### src/rtl/simd_pkg.sv
package simd_pkg;

  typedef enum logic [1:0] {
    FAM_ADD = 2'b00,
    FAM_CEQ = 2'b01,
    FAM_LOG = 2'b10,
    FAM_RSV = 2'b11
  } fam_e;

  typedef enum logic [1:0] {
    LN_BYTE  = 2'b00,
    LN_WORD  = 2'b01,
    LN_DWORD = 2'b10,
    LN_QWORD = 2'b11
  } lane_e;

  localparam logic [1:0] SUB_AND  = 2'b00;
  localparam logic [1:0] SUB_ANDN = 2'b01;
  localparam logic [1:0] SUB_OR   = 2'b10;
  localparam logic [1:0] SUB_MADD = 2'b11;

  // number of bytes in one lane of the given format
  function automatic int unsigned lane_bytes(lane_e s);
    return 32'd1 << s;
  endfunction

  // true when byte idx is the lowest byte of its lane
  function automatic logic lane_start(int unsigned idx, lane_e s);
    return (idx & (lane_bytes(s) - 32'd1)) == 32'd0;
  endfunction

  // 8-bit add with carry in, carry out in bit 8
  function automatic logic [8:0] byte_add(logic [7:0] x, logic [7:0] y, logic ci);
    return {1'b0, x} + {1'b0, y} + {8'b0, ci};
  endfunction

  // signed 16x16 product, full 32 bits
  function automatic logic [31:0] mul16s(logic [15:0] x, logic [15:0] y);
    logic signed [31:0] xs;
    logic signed [31:0] ys;
    xs = $signed({{16{x[15]}}, x});
    ys = $signed({{16{y[15]}}, y});
    return 32'(xs * ys);
  endfunction

endpackage

### src/rtl/simd_lane_add.sv
module simd_lane_add
  import simd_pkg::*;
#(
  parameter int DW = 64
) (
  input  logic [DW-1:0] a,
  input  logic [DW-1:0] b,
  input  lane_e         sz,
  output logic [DW-1:0] sum
);
  localparam int NB = DW / 8;

  logic [NB-1:0] carry_cut;
  logic [NB:0]   carry;

  always_comb begin
    carry[0] = 1'b0;
    sum      = '0;
    for (int i = 0; i < NB; i++) begin
      logic [8:0] t;
      carry_cut[i] = lane_start(i, sz);
      t = byte_add(a[8*i +: 8], b[8*i +: 8], carry_cut[i] ? 1'b0 : carry[i]);
      sum[8*i +: 8] = t[7:0];
      carry[i+1]    = t[8];
    end
  end
endmodule

### src/rtl/simd_lane_cmp.sv
module simd_lane_cmp
  import simd_pkg::*;
#(
  parameter int DW = 64
) (
  input  logic [DW-1:0] a,
  input  logic [DW-1:0] b,
  input  lane_e         sz,
  output logic [DW-1:0] mask
);
  localparam int NB = DW / 8;

  logic [NB-1:0] byte_eq;
  logic [NB-1:0] lane_eq;

  for (genvar g = 0; g < NB; g++) begin : g_eq
    assign byte_eq[g] = (a[8*g +: 8] == b[8*g +: 8]);
  end

  always_comb begin
    for (int i = 0; i < NB; i++) begin
      lane_eq[i] = 1'b1;
      for (int j = 0; j < NB; j++) begin
        if ((j >> sz) == (i >> sz)) lane_eq[i] = lane_eq[i] & byte_eq[j];
      end
      mask[8*i +: 8] = {8{lane_eq[i]}};
    end
  end
endmodule

### src/rtl/simd_madd.sv
module simd_madd
  import simd_pkg::*;
#(
  parameter int DW = 64
) (
  input  logic [DW-1:0] a,
  input  logic [DW-1:0] b,
  output logic [DW-1:0] pair_sum
);
  localparam int NH = DW / 16;
  localparam int NP = DW / 32;

  logic [31:0] prod [NH];

  for (genvar k = 0; k < NH; k++) begin : g_mul
    assign prod[k] = mul16s(a[16*k +: 16], b[16*k +: 16]);
  end

  for (genvar p = 0; p < NP; p++) begin : g_pair
    assign pair_sum[32*p +: 32] = prod[2*p] + prod[2*p+1];
  end
endmodule

### src/rtl/simd_pack_alu.sv
module simd_pack_alu
  import simd_pkg::*;
#(
  parameter int DW = 64
) (
  input  logic          clk,
  input  logic          rst_n,
  input  logic          valid_in,
  input  logic [3:0]    op,
  input  logic [DW-1:0] a,
  input  logic [DW-1:0] b,
  output logic          valid_out,
  output logic [DW-1:0] result
);
  localparam int NB = DW / 8;

  fam_e          fam;
  lane_e         sz;
  logic [DW-1:0] add_sum;
  logic [DW-1:0] cmp_mask;
  logic [DW-1:0] madd_sum;
  logic [DW-1:0] nxt;
  logic          valid_q;
  logic [DW-1:0] res_q;

  assign fam = fam_e'(op[3:2]);
  assign sz  = lane_e'(op[1:0]);

  simd_lane_add #(.DW(DW)) u_add (.a(a), .b(b), .sz(sz), .sum(add_sum));
  simd_lane_cmp #(.DW(DW)) u_cmp (.a(a), .b(b), .sz(sz), .mask(cmp_mask));
  simd_madd     #(.DW(DW)) u_mad (.a(a), .b(b), .pair_sum(madd_sum));

  always_comb begin
    unique case (fam)
      FAM_ADD: nxt = add_sum;
      FAM_CEQ: nxt = cmp_mask;
      FAM_LOG: begin
        unique case (op[1:0])
          SUB_AND:  nxt = a & b;
          SUB_ANDN: nxt = ~a & b;
          SUB_OR:   nxt = a | b;
          default:  nxt = madd_sum;
        endcase
      end
      default: nxt = '0;
    endcase
  end

  always_ff @(posedge clk) begin
    if (!rst_n) begin
      valid_q <= 1'b0;
      res_q   <= '0;
    end else begin
      valid_q <= valid_in;
      if (valid_in) res_q <= nxt;
    end
  end

  assign valid_out = valid_q;
  assign result    = res_q;

  // every byte is 00 or FF
  function automatic logic bytes_uniform(logic [DW-1:0] v);
    logic ok;
    ok = 1'b1;
    for (int i = 0; i < NB; i++)
      ok = ok & ((v[8*i +: 8] == 8'h00) || (v[8*i +: 8] == 8'hFF));
    return ok;
  endfunction

  a_r1_idle_after_reset: assert property (@(posedge clk) disable iff (!rst_n)
    !$past(rst_n) |-> (!valid_out && result == '0));

  a_r9_latency: assert property (@(posedge clk) disable iff (!rst_n)
    $past(rst_n) |-> (valid_out == $past(valid_in)));

  a_r10_hold: assert property (@(posedge clk) disable iff (!rst_n)
    ($past(rst_n) && !$past(valid_in)) |-> $stable(result));

  a_r3_byte1_isolated: assert property (@(posedge clk) disable iff (!rst_n)
    ($past(rst_n) && $past(valid_in) && $past(op) == 4'b0000)
      |-> (result[15:8] == 8'($past(a[15:8]) + $past(b[15:8]))));

  a_r4_mask_form: assert property (@(posedge clk) disable iff (!rst_n)
    ($past(rst_n) && $past(valid_in) && $past(op[3:2]) == 2'b01)
      |-> bytes_uniform(result));

  a_r6_madd_zero: assert property (@(posedge clk) disable iff (!rst_n)
    ($past(rst_n) && $past(valid_in) && $past(op) == 4'b1011 && $past(b) == '0)
      |-> (result == '0));

  a_r8_unused_zero: assert property (@(posedge clk) disable iff (!rst_n)
    ($past(rst_n) && $past(valid_in) && $past(op[3:2]) == 2'b11)
      |-> (result == '0));
endmodule

### config.mk
export PLATFORM = sky130hd
export DESIGN_NAME = simd_pack_alu
export DESIGN_NICKNAME = d
export VERILOG_FILES = /design/src/rtl/simd_pkg.sv /design/src/rtl/simd_lane_add.sv /design/src/rtl/simd_lane_cmp.sv /design/src/rtl/simd_madd.sv /design/src/rtl/simd_pack_alu.sv
export SDC_FILE = /design/constraint.sdc
export NUM_CORES = 2
export LEC_CHECK = 0
export ABC_AREA = 1
export CAP_MARGIN = 20
export CORE_MARGIN = 3
export CORE_UTILIZATION = 55
export DETAILED_ROUTE_END_ITERATION = 8
export PLACE_DENSITY = 0.81
export SLEW_MARGIN = 10
export SYNTH_ARGS = -nofsm -noshare
export SYNTH_HDL_FRONTEND = slang
export SYNTH_HIERARCHICAL = 1
export SYNTH_SLANG_ARGS = --single-unit
### constraint.sdc
create_clock -name clk -period 20.9 [get_ports clk]
set_input_delay 5.225 -clock clk [delete_from_list [all_inputs] [get_ports clk]]
set_output_delay 5.225 -clock clk [all_outputs]
set_load 0.02 [all_outputs]
==> run metrics <==
final net count=slightly below 9000; post-detail-place hpwl=roughly 130 mm; number of H-tree levels=3; fillcell total=approximately 8400; share of the core filled with cells in the final layout=about three fifths; maximum fanout count along the critical path=19; wire length of the first global-routing pass=between 200 and 300 mm; critical path data required time=roughly 21 ns; final estimated routing congestion in global placement=between 1 and 1.5; met2 usage in global routing=51.0%; max-capacitance violation count=0; GR Util met3=8.47%; clock tree from TritonCTS=yes; number of cells on the worst reg-to-reg path=2; source-to-sink clock delay at the later pin of the worst-skew pair=around 0.39 ns; post-synthesis cell area=around 52000 µm²; number of vias per cell=approximately 5.4; number of global-route vias before repair=between 40000 and 50000; synth top area cells=fa_1, inv_1, nand2_1; FF-to-FF Start=result[49]; buffers inserted by post-CTS timing repair=0; final routed DRC violation total=0; CTS sink count=between 60 and 70; cell taking the most area after synthesis=fa_1; Area growth syn-to-layout=5.42%; setup tns final=0 ns; worst-case setup slack after placement=~4.6 ns; normalized max-slew margin=around 24%; count of endpoints failing setup in the final report=0; Endpoint, Worst Hold=result[1]; post-CTS resize count=0; endpoint type of the worst setup path=flip-flop; DRC marker count from the first detailed-route iteration=4792; slack of the critical path=roughly 4.7 ns; Antenna Violating Nets Remaining=0; most common library cell in the layout ignoring fill and taps=inv_1; kind of critical path=in -> reg; hold wc startpoint=result[1]; I/O Buffers=about 200; period utilisation layout=~77%; maximum count of clock buffers along a single path=2; Seq/Total Area, Yosys=between 2 and 2.5%; highest-count cells in the layout ignoring fill and taps=inv_1, nand2_1, fa_1, ha_1, nand3_1; longest individual stage delay on the worst path=1.02 ns; Hold WC Path Type=reg -> reg; run status=completed; CP dominant cell by count=nand2_1; 1st-pass router iterations=6; Yosys warning total=6; maximum clock skew at final layout=0 ns; pin count of the biggest net entering global routing=between 70 and 80; Syn Area/Cell=~7.4 µm²; cell chosen for the clock root=clkbuf_16; placeable core region=~94000 µm²; Worst-path clk slew=around 0.070 ns; number of hold-repair buffers added at the cts stage=0; total nets after synthesis=slightly below 9000; post-layout min period=about 16 ns; EDFF count, synth=0; cell with the largest stage delay on the worst path=clkdlybuf4s50_1; Rows=around 110; number of standard cells after synthesis=between 7000 and 8000; routed wire length=around 160 mm; Cells on Worst Hold Path=2; data arrival time of the critical path=roughly 16 ns; total congestion overflow=0; number of distinct library cells after synthesis=55; number of vias after detailed routing=44500; # placed instances=~8300; non-filler instance count after layout=between 8000 and 9000; ys flop type=dfxtp_1; area of the die=98900 µm²; share of post-route cells with drive strength above 1=between 3 and 4%; Max Transition Viols Final=0; element type at the critical path start=input pin; fraction of post-synthesis cell area in the top cell type by area=between 40% and 50%; initial core utilization=a little under three fifths; Die H=approximately 310 µm; flip-flop and latch count after synthesis=65; boundary pin count=200; routed length per instance=19.7 µm; overall routing resource usage=between 30% and 40%; setup repair after global routing missed its margin=false; Top Usage Layer GRT=met2; number of endpoints with negative hold slack in the final report=0; endpoint of the worst-slack reg-to-reg timing path=result[49]; internal reg-to-reg setup slack=19.93 ns; asr flop ratio synth=0%; highest attainable clock frequency=around 0.062 GHz; width of the die=roughly 310 µm; number of buffers created by CTS=9; measured slew at the worst slew-check pin=between 1 and 1.5 ns; met1 layer usage reported by global route=a little under half; initial antenna violation count=7
==> cells in the mapped netlist (3+ instances only) <==
library cell and instances:
or2_4 5, a21o_1 13, nor2_1 179, nand2_2 14
xor2_1 63, clkbuf_1 261, o211ai_1 3, and2_1 7
or2_1 13, dfxtp_1 65, buf_4 62, o21bai_1 25
o21ai_1 71, buf_2 34, or2_2 17, a21oi_1 110
o21ai_2 5, xnor2_1 86, buf_6 16, nor2_2 13
inv_1 2099, nand2_1 1988, a221oi_1 3, nor3_1 11
nand3b_1 18, nand3_2 5, ha_1 352, nand4_1 18
a31oi_1 4, fa_1 1159, a21oi_2 43, o21ai_0 99
nand3_1 202, nor3_2 5, inv_2 8
==> layout make-up <==
class	count	area (µm²)	share of cell area, %
antenna	7	17.5	0.0317
clock buffer	9	225	0.408
clock inverter	7	77.6	0.141
inverter	2107	7910	14.3
multi-input combinational	4553	41300	74.9
sequential	65	1300	2.36
tap	1254	1570	2.84
timing repair buffer	304	2770	5.01
==> worst max-delay path by stage <==
stage	from	end	slack, ns
after global routing	b[3]	result[62]	4.20
after floorplan	a[0]	result[62]	6.68
final	b[3]	result[62]	4.72
after detailed placement	b[3]	result[62]	4.57
after global placement	b[3]	result[62]	4.71
after CTS	b[3]	result[62]	4.94
==> flip-flops by register name, indices dropped and copies added, names as in the netlist <==
signal,count
valid_out,1
result,64
==> per-layer routing <==
metal / vias up / share of wire (%)
li1: 19800 / -
met1: 21700 / 40
met2: 2617 / 44
met3: 350 / 12
met4: 4 / 3.8
met5: - / 0.012
==> worst max-delay path, delay by kind of cell <==
kind            cells  cell delay, ns
simple gates       28            2.60
buf+inv             5            1.30
compound gates      9            1.10
fa+ha+maj          15            6.17
==> cell families (layout without fill, tap and decap cells) <==
family / count (synthesis) / count (layout) / synth area share, %
simple gates: 2506 / 2506 / 19.3
buf+inv: 2484 / 2427 / 18.6
fa+ha+maj: 1511 / 1511 / 52.7
compound gates: 386 / 386 / 4.35
xor+xnor: 150 / 150 / 2.52
flops: 65 / 65 / 2.49
other cells: 0 / 7 / 0
==> stage by stage <==
step | hold slack, ns | area (µm²)
3_5_place_dp | 0.457 | 54800
5_1_grt | 0.488 | 55200
4_1_cts | 0.467 | 55100
3_3_place_gp | 0.453 | 54800
2_1_floorplan | 0.540 | 52300
6_report | 0.465 | 55200
Power is left out: the tool's default activity adds up to more than one toggle a clock period on the data nets, which glitch-free logic cannot reach.
